==> src/rtl/irq_flag_bank.sv <==
module irq_flag_bank #(
  parameter int N_EVT = 11,
  parameter logic [3:0] REV_ID = 4'hA,
  localparam int W = N_EVT + 6
) (
  input  logic         clk_i,
  input  logic         rst_ni,
  input  logic         bus_addr_i,
  input  logic         bus_wr_i,
  input  logic [W-1:0] bus_wdata_i,
  output logic [W-1:0] bus_rdata_o,
  input  logic [N_EVT-1:0] evt_i,
  input  logic         bad_cmd_i,
  input  logic         port_init_i,
  input  logic         supply_below_low_i,
  input  logic         supply_above_high_i,
  output logic         irq_o
);
  localparam int SUP = N_EVT;
  localparam int CMD = N_EVT + 1;
  localparam int MW  = N_EVT + 2;

  logic [N_EVT-1:0] evt_q;
  logic             supply_q;
  logic             latch_q;
  logic             cmd_ok_q;
  logic [MW-1:0]    mask_q;
  logic             wr_stat;
  logic [MW-1:0]    active;

  assign wr_stat = bus_wr_i & ~bus_addr_i;

  always_ff @(posedge clk_i or negedge rst_ni) begin
    if (!rst_ni) begin
      evt_q    <= '0;
      supply_q <= 1'b0;
      latch_q  <= 1'b0;
      cmd_ok_q <= 1'b1;
      mask_q   <= '0;
    end else begin
      evt_q    <= evt_i | (evt_q & ~(wr_stat ? bus_wdata_i[N_EVT-1:0] : '0));
      supply_q <= supply_below_low_i |
                  (supply_q & ~(wr_stat & bus_wdata_i[SUP] & ~latch_q));
      if (supply_below_low_i)       latch_q <= 1'b1;
      else if (supply_above_high_i) latch_q <= 1'b0;
      if (bad_cmd_i)        cmd_ok_q <= 1'b0;
      else if (port_init_i) cmd_ok_q <= 1'b1;
      if (bus_wr_i & bus_addr_i) mask_q <= bus_wdata_i[MW-1:0];
    end
  end

  assign active      = {~cmd_ok_q, supply_q, evt_q};
  assign irq_o       = |(active & mask_q);
  assign bus_rdata_o = bus_addr_i ? {{(W-MW){1'b0}}, mask_q}
                                  : {REV_ID, cmd_ok_q, supply_q, evt_q};
endmodule


==> config.mk <==
export PLATFORM = sky130hd
export DESIGN_NAME = irq_flag_bank
export DESIGN_NICKNAME = d
export VERILOG_FILES = /design/src/rtl/irq_flag_bank.sv
export SDC_FILE = /design/constraint.sdc
export NUM_CORES = 1
export LEC_CHECK = 0
export ABC_AREA = 0
export BUFFER_PORTS_ARGS = -buffer_cell sky130_fd_sc_hd__buf_4
export CELL_PAD_IN_SITES_DETAIL_PLACEMENT = 1
export CELL_PAD_IN_SITES_GLOBAL_PLACEMENT = 1
export CORE_MARGIN = 4
export CORE_UTILIZATION = 36
export DETAILED_ROUTE_END_ITERATION = 8
export PLACE_DENSITY_LB_ADDON = 0.1
export SETUP_SLACK_MARGIN = 0.4
export SLEW_MARGIN = 20
export SYNTH_ARGS = -nofsm -noshare
export SYNTH_HDL_FRONTEND = slang
export SYNTH_SLANG_ARGS = --single-unit
==> constraint.sdc <==
create_clock -name clk_i -period 1.2 [get_ports clk_i]
set_clock_uncertainty 0.15 [all_clocks]
set_input_delay 0.12 -clock clk_i [delete_from_list [all_inputs] [get_ports clk_i]]
set_output_delay 0.12 -clock clk_i [all_outputs]
set_load 0.05 [all_outputs]
# Word-level counts from Yosys, hierarchy flattened
# Cells that the tools add are included.
# W data, S select, Z words.
# totals
word_cells	28
inputBits	36
ff_bits	27
# op_classes
muxes	6
reduce_logical	3
bitwise_logic	14
# ops
op	n
$mux W17	1
$and A13 B13 Y13	1
$reduce_or A13 Y1	1
$and A11 B11 Y11	1
$mux W11	1
$not A11 Y11	1
$or A11 B11 Y11	1
$and A1 B1 Y1	5
$mux W1	4
$not A1 Y1	4
$reduce_bool A2 Y1	2
$or A1 B1 Y1	1

# Longest topological paths before layout
# logic_depth
depth_word	7
depth_mapped	5

# Least setup slack after synthesis
# No wires, ideal clock.
# synth_path
kind	register to output
from	register mask_q[5]
to	output port irq_o
arrival_time_ns	1.217
slack_ns	-0.287
path_stages_with_launch	4
path_cell_list	dfrtp_1 a22o_1 a221oi_1 nand3_1
# synth_via
elab_chain_len	2
# synth_rtl
item	line_no	rtl
start: declaration	27	logic [MW-1:0] mask_q;
start signal: assignment	48	if (bus_wr_i & bus_addr_i) mask_q <= bus_wdata_i[MW-1:0];
$and A13 B13 Y13	53	assign irq_o = |(active & mask_q);
$reduce_or A13 Y1	53	
end: declaration	17	output logic irq_o
# Every way passes these cells.

# Final worst setup path
# layout_path
from	register mask_q[9]
to	output port irq_o
# Same word-level chain as after synthesis.

==> metrics <==
sequential cell fraction of total power about two fifths; Core Rows 21; number of antenna violations at the first check in global routing 0; total iterations of the first detailed-routing run 4; clock slew at the register clock pins of the worst setup and hold paths around 0.1 ns; crit path setup slack, layout -0.704 ns; max layer used met4; cell at the root of the clock tree clkbuf_8; register bit count reported by yosys 27; aggregate routed wire length 4310 microns; number of placed instances, taps included between 200 and 250; clock insertion delay at the later pin of the skew report around 0.27 ns; Ys Warns 0; count of filler cells inserted in the layout around 340; depth of the CTS H-tree 1; most frequent cells in the layout 34 x buf_6, 33 x buf_4, 26 x dfrtp_1; Routed Antenna Nets 0; final hold violations 27; Remaining Overflow, GRT 0; internal power component about 1900 uW; class of the tightest hold or removal check primary input to flip-flop; average cell area after synthesis between 10 and 15 sq um; Highest Clock Rate 525 MHz; count of nets after finishing 218; hold_sp bad_cmd_i; Die Span Y 68.6 microns; Antenna Diode Count 0; Worst R2R Setup Slack ~0.06 ns; placeable core region 0.00344 sq mm; clock sink count 27; Met3 Routed Length 121 microns; worst r2r dst mask_q[7]; Met1 Routed Length ~1600 microns; number of buffers inserted during clock tree synthesis 3; Max FO, Critical Path 2; total count of max-transition violations in the final report 0; buffer levels on the longest clock path 2; first-pass GRT wire length approximately 6500 microns; detail-routed net length per standard cell around 19 microns; unrepaired setup endpoints after global routing yes; sequential cell area fraction in the yosys report between 50% and 60%; Finish-stage setup viols 14; cell taking the most area after synthesis dfrtp_1; number of standard cells after synthesis about 100; leading cell types by total area after synthesis dfrtp_1 49%, mux2_2 14%, mux2_4 11%; PwrDens about 1200 mW/mm^2; number of buffers inserted for hold repair after clock tree synthesis 1; Critical Path Source Type flip-flop; required time of the critical path just over 0.9 ns; horizontal extent of the die around 70 microns; smallest hold slack -0.184 ns; pin count of the biggest net entering global routing 28; DR WL met2 between 2000 and 3000 microns; count of cell types in the netlist 22; Synth Cell Area around 0.0013 sq mm; worst hold path stage count 2; combined area of the multi-input logic cells approximately 670 sq um; portion of the clock cycle consumed by the worst path in the final layout 159%; end of the worst hold path cmd_ok_q; run status finished with violations; Clk pwr share slightly below 20%; FF-to-FF path depth 3; Via density approximately 4.9; vias after detailed routing 1102; fraction of synthesized cell area taken by the top area cell type 49.2%; Switching Fraction 31.7%; arrival time at the worst endpoint 1.63 ns; DRT iter0 DRCs 24; static leakage around 0.0011 uW; commonest non-fill, non-tap cell in the layout buf_6; Initial Utilization between 30% and 40%; post-detailed-placement half-perimeter wirelength roughly 2700 microns; launch instance of the worst register-to-register path mask_q[7]; area used by sequential logic in the layout around 680 sq um; Finished Layout Cells about 230; minimum clock period after layout approximately 1.9 ns; Area growth, synth to finish 76.8%; vias in the first global route between 1000 and 1500; Port-buffer cells between 40 and 50; share of post-route cells with drive strength above 1 between 60 and 70%; power dissipated by switching net loads 862 uW; I/O pins 54; failing checks negative hold slack, negative setup slack; count of maximum capacitance violations 0; CP Class flip-flop to output pin; global-route usage over all layers about a fifth; clock tree from TritonCTS built; type of element capturing the critical path output pin; IR Drop Worst-Case VDD a little under 0.7 mV; power share of the combinational group ~41%; overall die area around 0.0047 sq mm; post-route DRC violation count 0; global placer's final weighted congestion between 0.7 and 0.8
==> through the flow <==
| step | total power, uW | setup TNS, ns | area [sq um] | setup WS [ns] | util, % |
|---|---|---|---|---|---|
| after floorplan | 1630 | -0.125 | 1450 | -0.125 | - |
| after global placement | 1950 | -1.44 | 1950 | -0.249 | 56.7 |
| after detailed placement | 1970 | -1.65 | 1950 | -0.331 | 56.7 |
| after CTS | 2700 | -4.41 | 2280 | -0.587 | 66.2 |
| after global routing | 2850 | -5.18 | 2340 | -0.786 | 67.9 |
| final | 2720 | -4.61 | 2340 | -0.704 | 67.9 |
==> synth_stat cells <==
library cell and n:
a21o_1 13, a21oi_1 1, a221oi_1 1, a222oi_1 1, a22o_1 1, a22oi_1 2
and3_1 1, buf_4 5, buf_6 2, conb_1 1, dfrtp_1 26, dfstp_2 1
inv_1 2, mux2_2 16, mux2_4 10, nand2_1 11, nand2_4 1, nand3_1 1
nand3b_1 1, nor2_1 2, nor2b_1 1, nor2b_4 1
==> routing by layer <==
metal | vias to the layer above | GRT usage (%)
met5 | - | 0
met4 | 0 | 2.98
met3 | 2 | 2.27
met2 | 22 | 36.9
met1 | 567 | 22.4
li1 | 511 | -
==> kinds of logic after synthesis <==
kind of cell | synth area share, %
buffers and inverters | 5.11
AO/OA/AOI/OAI | 11.0
other | 0.284
flip-flops | 51.2
multiplexers | 25.0
AND/OR/NAND/NOR | 7.47
==> critical path: stages, from the launching register on <==
cell and delay (ns):
dfrtp_1 0.42, a222oi_1 0.40, and3_1 0.29, nand3_4 0.08, buf_6 0.17
==> power by group through the flow <==
| stage | combinational [uW] | clock (uW) | sequential, uW |
|---|---|---|---|
| 6_report | 1120 | 526 | 1080 |
| 3_5_place_dp | 896 | 0 | 1080 |
| 5_1_grt | 1170 | 577 | 1090 |
| 2_1_floorplan | 560 | 0 | 1070 |
| 4_1_cts | 1070 | 549 | 1080 |
| 3_3_place_gp | 876 | 0 | 1070 |
==> worst max path at each step <==
stage	startpoint	to	slack (ns)	cells after the start
2_1_floorplan	mask_q[9]	irq_o	-0.12	3
3_3_place_gp	mask_q[9]	irq_o	-0.25	4
3_5_place_dp	mask_q[9]	irq_o	-0.33	4
4_1_cts	evt_q[9]	irq_o	-0.59	4
5_1_grt	mask_q[9]	irq_o	-0.79	4
6_report	mask_q[9]	irq_o	-0.70	4
==> area by class of cell <==
class                      instances  area share (%)
timing repair buffer              82            37.5
sequential                        27            28.9
multi-input combinational         66            28.7
tap                               46            2.46
clock buffer                       3            1.77
inverter                           2           0.482
clock inverter                     1           0.214
==> timing repair <==
action / in CTS / in global routing
cloned: 1 / 0
pin swaps: 7 / 5
gates resized for setup: 59 / 6
setup endpoints to repair: 42 / 69
setup buffers: 3 / 5
hold endpoints to repair: 54 / 27
==> state kept, by name (all words and copies together) (netlist names) <==
| signal | flops |
|---|---|
| cmd_ok_q | 1 |
| evt_q | 11 |
| mask_q | 13 |
| latch_q | 1 |
| supply_q | 1 |
Power figures use the tool's default switching activity.
